--- src/rtl/lpm_pkg.sv ---
package lpm_pkg;
  typedef enum logic [2:0] {
    ST_RUN, ST_ENTRY, ST_SLEEP, ST_DSLEEP, ST_PDOWN, ST_DPD, ST_FWAIT
  } lpm_state_e;

  localparam logic [2:0] MODE_RUN    = 3'd0;
  localparam logic [2:0] MODE_SLEEP  = 3'd1;
  localparam logic [2:0] MODE_DSLEEP = 3'd2;
  localparam logic [2:0] MODE_PDOWN  = 3'd3;
  localparam logic [2:0] MODE_DPD    = 3'd4;
endpackage

--- src/rtl/lpm_req_check.sv ---
module lpm_req_check
  import lpm_pkg::*;
(
  input  logic       req_valid,
  input  logic [2:0] req_code,
  input  logic       req_rtc,
  input  logic       in_run,
  output logic       accept,
  output logic       reject
);
  logic legal;

  always_comb begin
    case (req_code)
      MODE_SLEEP, MODE_DSLEEP, MODE_PDOWN: legal = 1'b1;
      MODE_DPD:                            legal = req_rtc;
      default:                             legal = 1'b0;
    endcase
    accept = req_valid && in_run && legal;
    reject = req_valid && !accept;
  end
endmodule

--- src/rtl/lpm_wake_mask.sv ---
module lpm_wake_mask #(
  parameter int N_IRQ  = 8,
  parameter int PRIO_W = 3
) (
  input  logic                    clk,
  input  logic                    rst_n,
  input  logic                    capture,
  input  logic [N_IRQ-1:0]        irq_pend,
  input  logic [N_IRQ-1:0]        irq_en,
  input  logic [N_IRQ*PRIO_W-1:0] irq_prio,
  input  logic [PRIO_W-1:0]       prio_thresh,
  output logic [N_IRQ-1:0]        mask_q,
  output logic                    hit_masked,
  output logic                    hit_enabled
);
  logic [N_IRQ-1:0] eligible;
  logic [N_IRQ-1:0] mask_d;

  for (genvar i = 0; i < N_IRQ; i++) begin : g_elig
    assign eligible[i] = irq_en[i] && (irq_prio[i*PRIO_W +: PRIO_W] < prio_thresh);
  end

  always_comb begin
    mask_d = mask_q;
    if (capture) mask_d = eligible;
  end

  always_ff @(posedge clk or negedge rst_n) begin
    if (!rst_n) mask_q <= '0;
    else        mask_q <= mask_d;
  end

  assign hit_masked  = |(irq_pend & mask_q);
  assign hit_enabled = |(irq_pend & irq_en);
endmodule

--- src/rtl/lpm_flash_wait.sv ---
module lpm_flash_wait #(
  parameter int FLASH_TMO = 16
) (
  input  logic clk,
  input  logic rst_n,
  input  logic active,
  input  logic flash_ready,
  output logic done,
  output logic expired
);
  localparam int CW = $clog2(FLASH_TMO + 1);
  localparam logic [CW-1:0] LAST = CW'(FLASH_TMO - 1);

  logic [CW-1:0] cnt_q, cnt_d;

  always_comb begin
    cnt_d = '0;
    if (active && cnt_q != LAST) cnt_d = cnt_q + 1'b1;
    else if (active)             cnt_d = cnt_q;
  end

  always_ff @(posedge clk or negedge rst_n) begin
    if (!rst_n) cnt_q <= '0;
    else        cnt_q <= cnt_d;
  end

  assign done    = active && flash_ready;
  assign expired = active && !flash_ready && (cnt_q == LAST);

  // the wait counter stays inside its window
  assert_cnt_bound_R11: assert property (@(posedge clk) disable iff (!rst_n)
    cnt_q <= LAST);
endmodule

--- src/rtl/lpm_sequencer.sv ---
module lpm_sequencer
  import lpm_pkg::*;
#(
  parameter int N_IRQ        = 8,
  parameter int PRIO_W       = 3,
  parameter int ENTRY_CYCLES = 2,
  parameter int FLASH_TMO    = 16
) (
  input  logic                    clk,
  input  logic                    rst_n,
  input  logic                    req_valid,
  input  logic [2:0]              req_code,
  input  logic                    req_rtc,
  input  logic                    clk_sel_main,
  input  logic [N_IRQ-1:0]        irq_pend,
  input  logic [N_IRQ-1:0]        irq_en,
  input  logic [N_IRQ*PRIO_W-1:0] irq_prio,
  input  logic [PRIO_W-1:0]       prio_thresh,
  input  logic                    rtc_alarm,
  input  logic                    flash_ready,
  output logic                    core_clk_en,
  output logic                    main_osc_en,
  output logic                    pll_en,
  output logic                    irc_out_en,
  output logic                    irc_pwr_en,
  output logic                    flash_pwr_en,
  output logic                    main_pwr_en,
  output logic                    clk_src_pll,
  output logic                    ready,
  output logic                    req_err,
  output logic                    flash_err
);
  localparam int EW = $clog2(ENTRY_CYCLES + 1);
  localparam logic [EW-1:0] ENT_LAST = EW'(ENTRY_CYCLES - 1);

  // reset: asserted asynchronously, released on a clock edge
  logic [1:0] rst_sync_q;
  logic       rst_i_n;
  always_ff @(posedge clk or negedge rst_n) begin
    if (!rst_n) rst_sync_q <= 2'b00;
    else        rst_sync_q <= {rst_sync_q[0], 1'b1};
  end
  assign rst_i_n = rst_sync_q[1];

  lpm_state_e    state_q, state_d;
  logic [2:0]    tgt_q, tgt_d;
  logic [EW-1:0] ent_q, ent_d;
  logic          src_q, src_d;
  logic          ferr_q, ferr_d;
  logic          rerr_q;
  logic          accept, reject;
  logic [N_IRQ-1:0] mask_q;
  logic          hit_masked, hit_enabled;
  logic          fw_done, fw_expired;
  logic          wake_tgt;

  lpm_req_check u_req (
    .req_valid (req_valid),
    .req_code  (req_code),
    .req_rtc   (req_rtc),
    .in_run    (state_q == ST_RUN),
    .accept    (accept),
    .reject    (reject)
  );

  lpm_wake_mask #(.N_IRQ(N_IRQ), .PRIO_W(PRIO_W)) u_mask (
    .clk         (clk),
    .rst_n       (rst_i_n),
    .capture     (accept),
    .irq_pend    (irq_pend),
    .irq_en      (irq_en),
    .irq_prio    (irq_prio),
    .prio_thresh (prio_thresh),
    .mask_q      (mask_q),
    .hit_masked  (hit_masked),
    .hit_enabled (hit_enabled)
  );

  lpm_flash_wait #(.FLASH_TMO(FLASH_TMO)) u_fwait (
    .clk         (clk),
    .rst_n       (rst_i_n),
    .active      (state_q == ST_FWAIT),
    .flash_ready (flash_ready),
    .done        (fw_done),
    .expired     (fw_expired)
  );

  // wake sources depend on the mode being entered or held
  always_comb begin
    case (tgt_q)
      MODE_SLEEP:             wake_tgt = hit_enabled || rtc_alarm;
      MODE_DSLEEP, MODE_PDOWN: wake_tgt = hit_masked || rtc_alarm;
      MODE_DPD:               wake_tgt = rtc_alarm;
      default:                wake_tgt = 1'b0;
    endcase
  end

  always_comb begin
    state_d = state_q;
    tgt_d   = tgt_q;
    ent_d   = ent_q;
    src_d   = src_q;
    ferr_d  = ferr_q;
    case (state_q)
      ST_RUN: begin
        if (clk_sel_main) src_d = 1'b1;
        if (accept) begin
          state_d = ST_ENTRY;
          tgt_d   = req_code;
          ent_d   = '0;
          ferr_d  = 1'b0;
        end
      end
      ST_ENTRY: begin
        if (wake_tgt) begin
          state_d = ST_RUN;
        end else if (ent_q == ENT_LAST) begin
          case (tgt_q)
            MODE_SLEEP:  state_d = ST_SLEEP;
            MODE_DSLEEP: state_d = ST_DSLEEP;
            MODE_PDOWN:  state_d = ST_PDOWN;
            default:     state_d = ST_DPD;
          endcase
          if (tgt_q != MODE_SLEEP) src_d = 1'b0;
        end else begin
          ent_d = ent_q + 1'b1;
        end
      end
      ST_SLEEP, ST_DSLEEP: if (wake_tgt) state_d = ST_RUN;
      ST_PDOWN, ST_DPD:    if (wake_tgt) state_d = ST_FWAIT;
      ST_FWAIT: begin
        if (fw_done) begin
          state_d = ST_RUN;
        end else if (fw_expired) begin
          state_d = ST_RUN;
          ferr_d  = 1'b1;
        end
      end
      default: state_d = ST_RUN;
    endcase
  end

  always_ff @(posedge clk or negedge rst_i_n) begin
    if (!rst_i_n) begin
      state_q <= ST_RUN;
      tgt_q   <= MODE_RUN;
      ent_q   <= '0;
      src_q   <= 1'b0;
      ferr_q  <= 1'b0;
      rerr_q  <= 1'b0;
    end else begin
      state_q <= state_d;
      if (accept) tgt_q <= tgt_d;
      ent_q   <= ent_d;
      src_q   <= src_d;
      ferr_q  <= ferr_d;
      rerr_q  <= reject;
    end
  end

  logic clocks_on;
  assign clocks_on    = (state_q == ST_RUN) || (state_q == ST_ENTRY) ||
                        (state_q == ST_SLEEP) || (state_q == ST_FWAIT);
  assign core_clk_en  = (state_q == ST_RUN);
  assign main_osc_en  = clocks_on;
  assign pll_en       = clocks_on && src_q;
  assign irc_out_en   = clocks_on;
  assign irc_pwr_en   = !((state_q == ST_PDOWN) || (state_q == ST_DPD));
  assign flash_pwr_en = !((state_q == ST_PDOWN) || (state_q == ST_DPD));
  assign main_pwr_en  = (state_q != ST_DPD);
  assign clk_src_pll  = src_q;
  assign ready        = (state_q == ST_RUN);
  assign req_err      = rerr_q;
  assign flash_err    = ferr_q;

  // a rejected request made in run leaves the block in run
  assert_reject_stays_R6: assert property (@(posedge clk) disable iff (!rst_i_n)
    (req_err && $past(state_q) == ST_RUN) |-> state_q == ST_RUN);

  // deep-sleep holds while no latched interrupt and no alarm
  assert_mask_only_R7: assert property (@(posedge clk) disable iff (!rst_i_n)
    (state_q == ST_DSLEEP && !rtc_alarm && !(|(irq_pend & mask_q))) |=> state_q == ST_DSLEEP);

  // deep power-down leaves only on the RTC alarm
  assert_dpd_rtc_only_R9: assert property (@(posedge clk) disable iff (!rst_i_n)
    (state_q == ST_DPD && !rtc_alarm) |=> state_q == ST_DPD);

  // leaving the flash wait needs ready or a timeout flag
  assert_flash_before_ready_R11: assert property (@(posedge clk) disable iff (!rst_i_n)
    ($rose(ready) && $past(state_q) == ST_FWAIT) |-> ($past(flash_ready) || flash_err));

  // a running core always has flash and domain power
  assert_core_needs_flash_R3: assert property (@(posedge clk) disable iff (!rst_i_n)
    core_clk_en |-> (flash_pwr_en && main_pwr_en));

  // the PLL never runs without its reference oscillator
  assert_pll_needs_osc_R12: assert property (@(posedge clk) disable iff (!rst_i_n)
    pll_en |-> main_osc_en);
endmodule

--- config.mk ---
export PLATFORM = sky130hd
export DESIGN_NAME = lpm_sequencer
export DESIGN_NICKNAME = d
export VERILOG_FILES = /design/src/rtl/lpm_pkg.sv /design/src/rtl/lpm_req_check.sv /design/src/rtl/lpm_wake_mask.sv /design/src/rtl/lpm_flash_wait.sv /design/src/rtl/lpm_sequencer.sv
export SDC_FILE = /design/constraint.sdc
export NUM_CORES = 1
export LEC_CHECK = 0
export BUFFER_PORTS_ARGS = -buffer_cell sky130_fd_sc_hd__buf_2
export CAP_MARGIN = 5
export CORE_MARGIN = 2
export CORE_UTILIZATION = 46
export CTS_BUF_LIST = sky130_fd_sc_hd__clkbuf_4 sky130_fd_sc_hd__clkbuf_8
export DETAILED_ROUTE_END_ITERATION = 10
export GPL_TIMING_DRIVEN = 1
export PLACE_DENSITY_LB_ADDON = 0.05
export SLEW_MARGIN = 20
export SYNTH_ARGS = -nofsm -noshare
export SYNTH_HDL_FRONTEND = slang
export SYNTH_SLANG_ARGS = --single-unit
--- constraint.sdc ---
create_clock -name clk -period 1.2 [get_ports clk]
set_clock_uncertainty 0.2 [all_clocks]
set_input_delay 0.18 -clock clk [delete_from_list [all_inputs] [get_ports clk]]
set_output_delay 0.18 -clock clk [all_outputs]
set_load 0.01 [all_outputs]
==> results.yml, run 1 <==
floorplan:
  start_util_pct: 48.3
  die_width_um: 66.2
  core_mm2: 0.00369
  ios: 64
  die-area_mm2: 0.00439
  fp-row-count: 22
  die_h_um: 66.2
power_and_ir_drop:
  ir_drop_v: 0.000790
  power_leakage_nw: 1.46
  p_per_area_mw_per_mm2: 1720
clock_tree:
  cts_tree: "built"
  clk_latency_ps: 270
  cts.sinks: 26
  clk_pin_slew_worst_paths_ps: 90
  root_buffer: "clkbuf_8"
  max-clock-path-buffers: 2
  htree_levels: 1
  cts_buffers: 3
logic_synthesis:
  synth_mux_area_share_pct: 3.02
  synthSimpleGateAreaFrac_pct: 16.7
  yosys.area_share.adder_pct: 13.3
  seq_area_frac_synth_pct: 36.5
  synth_ff_type: "dfrtp_1"
  synth_edf_count: 0
  synth_top_area_cell: "dfrtp_1"
  yosysWarnings: 0
  avgSynthCellArea_um2: 9.33
  synth_top_family_by_area: "compound AO/OA/AOI/OAI gates"
  synthesis.area_mm2: 0.00178
  synthCells: 191
  synth_compound_area_share_pct: 22.3
  synth_nets: 263
  synth_top_area_share_pct: 36.5
  synth-xor-area-share_pct: 1.97
  synth_seq_cells: 26
  synthTopCellsByArea: "dfrtp_1 (37%), ha_1 (13%), o21ai_0 (5.9%)"
  synth_cell_types: 49
  async_reset_ff_share_pct: 100
worst_setup_path:
  critPathKind: "flip-flop to flip-flop"
  cp.required_ps: 1160
  r2r_cells: 5
  critPathCaptureType: "flip-flop"
  startpoint_type: "flip-flop"
  cp.arrival_ps: 1730
  path_max_fanout: 3
cells_and_area:
  drive_above_1_share_pct: 53.5
  n_antenna_cell: 0
  multiInputGateArea_mm2: 0.00121
  syn_to_final_growth_pct: 66.7
  fillers: 266
  regArea_um2: 653
  finalNetCount: 385
  final_util_pct: 80.5
  final_cell_mix: "buf_2 (55), buf_4 (42), dfrtp_1 (24)"
  final_common_cell: "buf_2"
timing:
  rsz0062_at_grt: "yes"
  min_period_over_period_pct: 147
  report.final.slew_viol_count: 0
  fmax_mhz: 566
  finalHoldViolCount: 0
  holdWs_ps: 6.55
  fin_crit_ps: 1770
  finalSetupViolCount: 33
  worst_slack_ps: -568
placed_design:
  io_buffer_count: 63
  place_hpwl_um: 3390
  dpl_worst_slack_ps: -560
  routabilityCongestion: 0.858
worst_hold_path:
  min_path_type: "primary input to async pin"
grt:
  antenna_found_initial: 0
  grt_pass1_wl_um: 7810
  grt_use_total_pct: 22.6
  grt_pass1_vias: 1894
  overflow: 0
  grt_max_degree: 25
routing:
  drcViolationCount: 0
  wl_per_cell_um: 12.9
  vias: 1844
  wl_um: 4650
  vias_per_cell: 5.12
  dr.pass1.iters: 4
  drtIter0Drc: 78
  ant_nets: 0
run_status:
  status: "finished, violations left"
  violations: "setup timing"
run:
  maxCapViolations: 0
## logic make-up (layout without fill, tap and decap cells)
| logic type | after synthesis | after routing |
|---|---|---|
| xor+xnor | 4 | 4 |
| fa+ha+maj | 19 | 19 |
| simple gates | 53 | 53 |
| other cells | 1 | 1 |
| mux | 5 | 5 |
| buf+inv | 24 | 145 |
| flops | 26 | 26 |
| compound gates | 59 | 59 |
## worst paths after layout
check                                    to  slack, ps              from
min                           rst_sync_q[1]          7             rst_n
min reg2reg                u_mask.mask_q[7]         20     rst_sync_q[1]
min in group clk           u_mask.mask_q[3]         10         irq_en[3]
max reg2reg                        ent_q[1]       -570  u_mask.mask_q[4]
max                                ent_q[1]       -570  u_mask.mask_q[4]
max in group asynchronous        state_q[2]        530     rst_sync_q[1]
## sequential cells by signal, indices dropped and copies added (netlist names)
name / flops
ent_q: 2
tgt_q: 3
rst_sync_q: 2
req_err: 1
state_q: 3
u_fwait.cnt_q: 5
clk_src_pll: 1
u_mask.mask_q: 8
flash_err: 1
## synthesized netlist by cell type (2+ instances only)
library cell  count
nand3_1           3
inv_1            15
clkbuf_1          3
o311ai_1          2
buf_4             3
o21ai_0          21
dfrtp_1          26
and3_1            2
buf_2             3
mux2i_1           2
a22oi_1           5
ha_1             19
xor2_1            2
xnor2_1           2
mux2_1            2
nand2_1          13
nand3b_1         10
nor2b_1           3
a21boi_0          8
and2_1            2
nor2_1           11
a21oi_1           7
## what timing repair did
item,in CTS,in global routing
gates resized for setup,41,15
hold buffers,7,0
endpoints found under the hold margin,8,0
pin swaps,10,8
setup endpoints to repair,33,34
gates cloned,1,0
buffers inserted,9,2
## area by class of cell
class,count,share of cell area [%]
multi-input cells,141,40.9
repair buffers,126,31.3
flip-flops and latches,26,22.0
well taps,48,2.02
inverters,15,1.98
clock buffers,4,1.85
## critical path, stage by stage, from the launching register on
cell and delay [ps]:
dfrtp_1 390, a22o_1 220, a221oi_2 260, a311o_2 290, nand3_2 70, a32o_1 240
## stage by stage
step / cell area, µm² / std cells / setup TNS, ps / total power, mW
after floorplan: 1890 / 191 / -8550 / 2.80
after global placement: 2500 / 337 / -9840 / 3.68
after detailed placement: 2500 / 337 / -10680 / 3.74
after CTS: 2880 / 358 / -12990 / 4.93
after global routing: 2970 / 360 / -14950 / 5.48
final: 2970 / 360 / -13320 / 5.12
## power breakdown
group | internal, mW | switching (mW)
logic | 1.81 | 1.37
registers | 1.14 | 0.231
clock network | 0.293 | 0.269
total | 3.25 | 1.87
## metal layers
layer,vias up,part of all wire (%),track usage [%],routed length [µm]
li1,932,-,-,-
met1,855,40,25.9,1860
met2,51,55,43.1,2550
met3,6,3.7,1.87,174
met4,0,1.4,7.91,65
met5,-,0,0,0
Power figures use the tool's default switching activity.
==> inputs of run 2 (changes only) <==
--- a/config.mk
+++ b/config.mk
@@ -8,7 +8,7 @@
 export BUFFER_PORTS_ARGS = -buffer_cell sky130_fd_sc_hd__buf_2
 export CAP_MARGIN = 5
 export CORE_MARGIN = 2
-export CORE_UTILIZATION = 46
+export CORE_UTILIZATION = 51
 export CTS_BUF_LIST = sky130_fd_sc_hd__clkbuf_4 sky130_fd_sc_hd__clkbuf_8
 export DETAILED_ROUTE_END_ITERATION = 10
 export GPL_TIMING_DRIVEN = 1
==> constraint.sdc (replaced) <==
create_clock -name clk -period 1.85 [get_ports clk]
set_clock_uncertainty 0.2 [all_clocks]
set_input_delay 0.0925 -clock clk [delete_from_list [all_inputs] [get_ports clk]]
set_output_delay 0.0925 -clock clk [all_outputs]
set_load 0.01 [all_outputs]
==> run 2 against run 1 <==
  * The run now ends clean
  * Total power fell by 51%
  * Combinational power fell by 62%
  * Die area fell by 9.2%
  * Register-to-register slack improved by 600 ps
  * Critical endpoint is now state_q[1]
  * Largest cell class unchanged
==> results.yml, run 2 (same netlist as run 1, synthesis figures left out) <==
grt:
  grt_use_met3_pct: 3.21
  grt_max_degree: 25
  grt_pass1_wl_um: 7120
  grt_pass1_vias: 1641
  grt.busiest_layer: "met2"
  antenna_found_initial: 0
  gr-usage-met2_pct: 40.4
  gr-usage-met1_pct: 26.6
  overflow: 0
  grt_use_total_pct: 22.1
floorplan:
  fp-row-count: 21
  die_width_um: 63.1
  die-area_mm2: 0.00398
  core_mm2: 0.00334
  start_util_pct: 53.4
  ios: 64
  die_h_um: 63.1
clock_tree:
  htree_levels: 1
  cts_buffers: 3
  cts_tree: "built"
  cts.sinks: 26
  clk_latency_ps: 320
  max-clock-path-buffers: 2
  root_buffer: "clkbuf_4"
  clk_pin_slew_worst_paths_ps: 160
timing:
  rsz0062_at_grt: "yes"
  finalSetupViolCount: 0
  min_period_over_period_pct: 98.1
  report.final.slew_viol_count: 0
  tns_ps: 0
  fin_crit_ps: 1810
  fmax_mhz: 551
  finalHoldViolCount: 0
  holdWs_ps: 25.9
worst_setup_path:
  r2r-start: "u_mask.mask_q[0]"
  critPathCaptureType: "flip-flop"
  crit_end: "state_q[1]"
  max_stage_delay_ps: 420
  cp_slowest_cell: "a222oi_1"
  worst-path-buf-inv: 0
  cp.required_ps: 1840
  rrSetupSlack_ps: 40
  cp.arrival_ps: 1810
  cp_num_cells: 4
  worstPathCellList: "a222oi_1, a311oi_1, o21ai_0, o311ai_2"
  cp-startpoint: "u_mask.mask_q[0]"
  path_max_fanout: 3
  startpoint_type: "flip-flop"
  r2r_end: "state_q[1]"
  cpLargestDelayFamily: "compound AO/OA/AOI/OAI gates"
  critPathKind: "flip-flop to flip-flop"
  r2r_cells: 4
routing:
  drcViolationCount: 0
  vias: 1705
  wl_per_cell_um: 13.0
  dr.pass1.iters: 4
  wl_um: 4280
  drtIter0Drc: 103
  vias_per_cell: 5.17
  ant_nets: 0
cells_and_area:
  final_common_cell: "buf_2"
  final_cell_mix: "buf_2 (63), dfrtp_1 (26), dlygate4sd3_1 (24)"
  fin_cells: 330
  largestRegisters: "u_mask.mask_q x8, u_fwait.cnt_q x5"
  finalNetCount: 357
  fillers: 271
  drive_above_1_share_pct: 32.7
  largest_reg_flops: 8
  final_util_pct: 75.6
  n_antenna_cell: 0
  syn_to_final_growth_pct: 41.6
  top_register: "u_mask.mask_q"
worst_hold_path:
  min_path_type: "flip-flop to async pin"
power_and_ir_drop:
  power_switching_mw: 0.939
  clkPwrFrac_pct: 15.9
  p_int_mw: 1.54
  power_leakage_nw: 1.21
  comb_power_share_pct: 49.2
  switching_share_pct: 37.8
  power_mw: 2.48
  p_per_area_mw_per_mm2: 984
  seq_power_share_pct: 34.9
  ir_drop_v: 0.000472
placed_design:
  routabilityCongestion: 0.766
  place_hpwl_um: 3000
  place_inst: 301
  io_buffer_count: 63
run_status:
  status: "finished, final reports clean"
run:
  maxCapViolations: 0
-- run 2: cell types whose count changed in the layout (fill, tap and decap cells not counted), moves of 3 or more --
cell           delta
buf_2             +8
buf_4            -32
buf_6            -19
clkbuf_4          +3
clkbuf_8          -4
dlygate4sd3_1    +17
nand2_1           +9
nand2_2           -5
nand2_4           -3
o21ai_0           +5
o21ai_2           -4
-- run 2: layout make-up --
cell class                      instances  area, µm²  area share [%]
Clock buffer                            3       22.5           0.893
Clock inverter                          1       30.0            1.19
Inverter                               15       60.1            2.38
Multi-Input combinational cell        141       1060            42.0
Sequential cell                        26        651            25.8
Tap cell                               46       57.6            2.28
Timing Repair Buffer                   98        642            25.4
-- run 2: per-stage QoR --
step,worst slack (ps),area [µm²]
final,35.6,2520
after detailed placement,71.5,2180
after floorplan,10.6,1780
after CTS,18.1,2470
after global routing,-64.1,2520
after global placement,96.2,2180
-- run 2: how the worst min path moves through the flow --
| stage | start | depth (start not counted) | slack (ps) | to |
|---|---|---|---|---|
| final | rst_sync_q[1] | 1 | 30 | u_mask.mask_q[3] |
| after global routing | rst_sync_q[1] | 1 | 90 | req_err |
| after CTS | rst_sync_q[1] | 1 | 40 | u_mask.mask_q[3] |
| after detailed placement | rst_n | 1 | -320 | rst_sync_q[1] |
| after floorplan | rst_n | 0 | -400 | rst_sync_q[0] |
| after global placement | rst_n | 1 | -320 | rst_sync_q[1] |
-- run 2: power by group through the flow --
stage / clock network (mW) / registers, mW / logic, mW
after floorplan: 0 / 0.858 / 0.800
after global placement: 0 / 0.870 / 1.08
after detailed placement: 0 / 0.877 / 1.10
after CTS: 0.400 / 0.865 / 1.15
after global routing: 0.426 / 0.893 / 1.35
final: 0.395 / 0.867 / 1.22
-- run 2: routing by layer --
metal	up-vias	wire length, µm	part of all wire, %
met5	-	0	0
met4	0	60	1.4
met3	6	245	5.7
met2	56	2220	52
met1	769	1760	41
li1	874	-	-
-- run 2: timing repair --
action / 4_1_cts / 5_1_grt
setup buffers: 0 / 1
hold buffers: 24 / 0
endpoints found under the hold margin: 18 / 0
setup endpoints to repair: 0 / 10
resized for setup: 0 / 13
==> inputs of run 3 (changes only) <==
--- a/config.mk
+++ b/config.mk
@@ -8,7 +8,7 @@
 export BUFFER_PORTS_ARGS = -buffer_cell sky130_fd_sc_hd__buf_2
 export CAP_MARGIN = 5
 export CORE_MARGIN = 2
-export CORE_UTILIZATION = 51
+export CORE_UTILIZATION = 52
 export CTS_BUF_LIST = sky130_fd_sc_hd__clkbuf_4 sky130_fd_sc_hd__clkbuf_8
 export DETAILED_ROUTE_END_ITERATION = 10
 export GPL_TIMING_DRIVEN = 1
@@ -16,4 +16,5 @@
 export SLEW_MARGIN = 20
 export SYNTH_ARGS = -nofsm -noshare
 export SYNTH_HDL_FRONTEND = slang
+export SYNTH_HIERARCHICAL = 1
 export SYNTH_SLANG_ARGS = --single-unit
==> run 3 against run 2 <==
  * Sequential share of layout area is 1.6 points lower
  * Clock power down 7.6%
  * Sequential power up 5.9%
  * Critical endpoint is now ent_q[0]
  * Total power grew 11%
  * First-iteration DRC count shrank 38%
  * Cell area up 6.6%
  * Worst hold slack got worse by 20 ps
  * Cell count decreased by 2.1%
  * Clock-buffer cell count grew 1
  * The run now ends with setup timing left
==> results.yml, run 3 <==
run_status:
  status: "finished, violations left"
  violations: "setup timing"
logic_synthesis:
  synth_seq_cells: 26
  synth_cell_types: 47
  seq_area_frac_synth_pct: 34.0
  synth_top_area_share_pct: 34.0
  synth_edf_count: 0
  async_reset_ff_share_pct: 100
  synthesis.area_mm2: 0.00192
  synth_nets: 260
  avgSynthCellArea_um2: 10.2
  synthCells: 188
  synthTopCellsByCount: "dfrtp_1 (26), ha_1 (19), nand2b_1 (18)"
  yosysWarnings: 6
  yosysMostFrequentCell: "dfrtp_1"
  synth_top_area_cell: "dfrtp_1"
  synth_ff_type: "dfrtp_1"
  synthTopCellsByArea: "dfrtp_1 (34%), ha_1 (12%), a2111oi_2 (6.3%)"
floorplan:
  die-area_mm2: 0.00419
  die_h_um: 64.7
  ios: 64
  start_util_pct: 53.1
  die_width_um: 64.7
  core_mm2: 0.00361
  fp-row-count: 22
clock_tree:
  max-clock-path-buffers: 2
  cts.sinks: 26
  cts_buffers: 3
  clk_pin_slew_worst_paths_ps: 90
  htree_levels: 1
  cts_tree: "built"
  clk_latency_ps: 270
  root_buffer: "clkbuf_8"
timing:
  finalHoldViolCount: 0
  finalSetupViolCount: 5
  fmax_mhz: 499
  fin_crit_ps: 2000
  rsz0062_at_grt: "yes"
  report.final.slew_viol_count: 0
  min_period_over_period_pct: 108
  holdWs_ps: 5.88
  tns_ps: -423
  worst_slack_ps: -153
routing:
  drcViolationCount: 0
  vias: 1746
  wl_um: 4600
  dr.pass1.iters: 4
  wl_per_cell_um: 14.2
  vias_per_cell: 5.41
  drtIter0Drc: 64
  ant_nets: 0
worst_setup_path:
  startpoint_type: "flip-flop"
  cp.required_ps: 1840
  max_stage_delay_ps: 440
  critPathCaptureType: "flip-flop"
  rrSetupSlack_ps: -150
  path_max_fanout: 3
  r2r-start: "u_mask/mask_q[1]"
  r2r_cells: 7
  cp.arrival_ps: 2000
  r2r_end: "ent_q[0]"
  cp_slowest_cell: "or4_4"
  critPathKind: "flip-flop to flip-flop"
  worstPathCellList: "a22oi_2, nand4_1, nor2_2, or3_4, o211ai_4, or4_4, a211oi_2"
placed_design:
  place_inst: 307
  place_hpwl_um: 3540
  routabilityCongestion: 0.786
  io_buffer_count: 63
grt:
  grt_pass1_wl_um: 7710
  grt_max_degree: 25
  grt_use_total_pct: 23.7
  antenna_found_initial: 0
  overflow: 0
  grt_pass1_vias: 1734
cells_and_area:
  n_antenna_cell: 0
  final_util_pct: 74.6
  fin_cells: 323
  finalNetCount: 348
  syn_to_final_growth_pct: 40.4
  top_register: "u_mask/mask_q"
  largest_reg_flops: 8
  final_common_cell: "buf_2"
  final_cell_mix: "buf_2 (63), dfrtp_1 (26), nand2b_1 (18), buf_4 (18), ha_1 (17)"
  fillers: 265
  largestRegisters: "u_mask/mask_q x8, u_fwait/cnt_q x5"
  drive_above_1_share_pct: 44.7
run:
  maxCapViolations: 0
worst_hold_path:
  min_path_type: "primary input to flip-flop"
  whs_endpoint: "flash_err"
  worstHoldStart: "flash_ready"
  whs_path_depth: 3
power_and_ir_drop:
  p_per_area_mw_per_mm2: 1030
  power_leakage_nw: 1.29
  power_mw: 2.77
  ir_drop_v: 0.000859
## run 3: changes by cell type after synthesis, moves of 3 or more
cell and delta:
nand2b_1 +18, o21ai_0 -17, nand3b_1 -10, a2111oi_2 +8, a211o_1 +8, a21boi_0 -8, nor3_1 +8, inv_1 -6
and2_1 +5, nor2_1 -5, a21oi_1 -4, a22oi_1 +3, nand4_1 +3
## run 3: critical path: cells and delay by family, from the launching register on
family	cells	cell delay (ps)
simple gates	4	900
compound gates	3	430
flops	1	400
## run 3: layout make-up
cell class	instances	area (µm²)	share of cell area [%]
repair buffers	92	564	21.0
well taps	48	60.1	2.23
flip-flops and latches	26	651	24.2
multi-input cells	142	1310	48.8
inverters	11	46.3	1.72
clock buffers	4	55.1	2.05
## run 3: logic make-up (layout without fill, tap and decap cells)
kind of cell	count (synthesis)	after routing	synth area share, %
simple gates	67	67	21.1
compound gates	47	47	23.2
flops	26	26	34.0
buf+inv	20	107	5.03
fa+ha+maj	19	19	12.4
xor+xnor	4	4	1.83
mux	4	4	2.29
other cells	1	1	0.196
## run 3: what timing repair did
item,CTS,global route
hold buffers,8,0
endpoints found under the setup margin,6,17
buffers inserted,2,3
gates resized for setup,7,13
endpoints found under the hold margin,7,0
pin swaps,2,6
## run 3: layer usage
layer | share of wire [%] | wire [µm] | vias up | GRT usage [%]
met5 | 0 | 0 | - | 0
met3 | 4.2 | 194 | 7 | 2.95
met1 | 44 | 2020 | 824 | 29.3
li1 | - | - | 873 | -
met4 | 1.3 | 60 | 0 | 8.51
met2 | 51 | 2330 | 42 | 42.4
## run 3: how the worst max path moves through the flow
stage                           from  endpoint  slack (ps)  cells past startpoint
floorplan           u_mask/mask_q[1]  ent_q[0]          -5                      7
global placement    u_mask/mask_q[1]  ent_q[0]         -60                      7
detailed placement  u_mask/mask_q[5]  ent_q[0]        -130                      7
CTS                 u_mask/mask_q[5]  ent_q[0]         -80                      7
global route        u_mask/mask_q[1]  ent_q[0]        -260                      7
finish              u_mask/mask_q[1]  ent_q[0]        -150                      7
## run 3: stage by stage
| step | instance area [µm²] | worst slack (ps) |
|---|---|---|
| 6_report | 2690 | -153 |
| 5_1_grt | 2690 | -259 |
| 4_1_cts | 2620 | -77.0 |
| 3_5_place_dp | 2430 | -126 |
| 3_3_place_gp | 2430 | -62.3 |
| 2_1_floorplan | 2010 | -4.51 |
## run 3: power breakdown
| group | internal, mW | leakage (nW) | switching (mW) |
|---|---|---|---|
| registers | 0.751 | 0.333 | 0.168 |
| clock network | 0.190 | 0.0288 | 0.174 |
| logic | 0.735 | 0.931 | 0.749 |
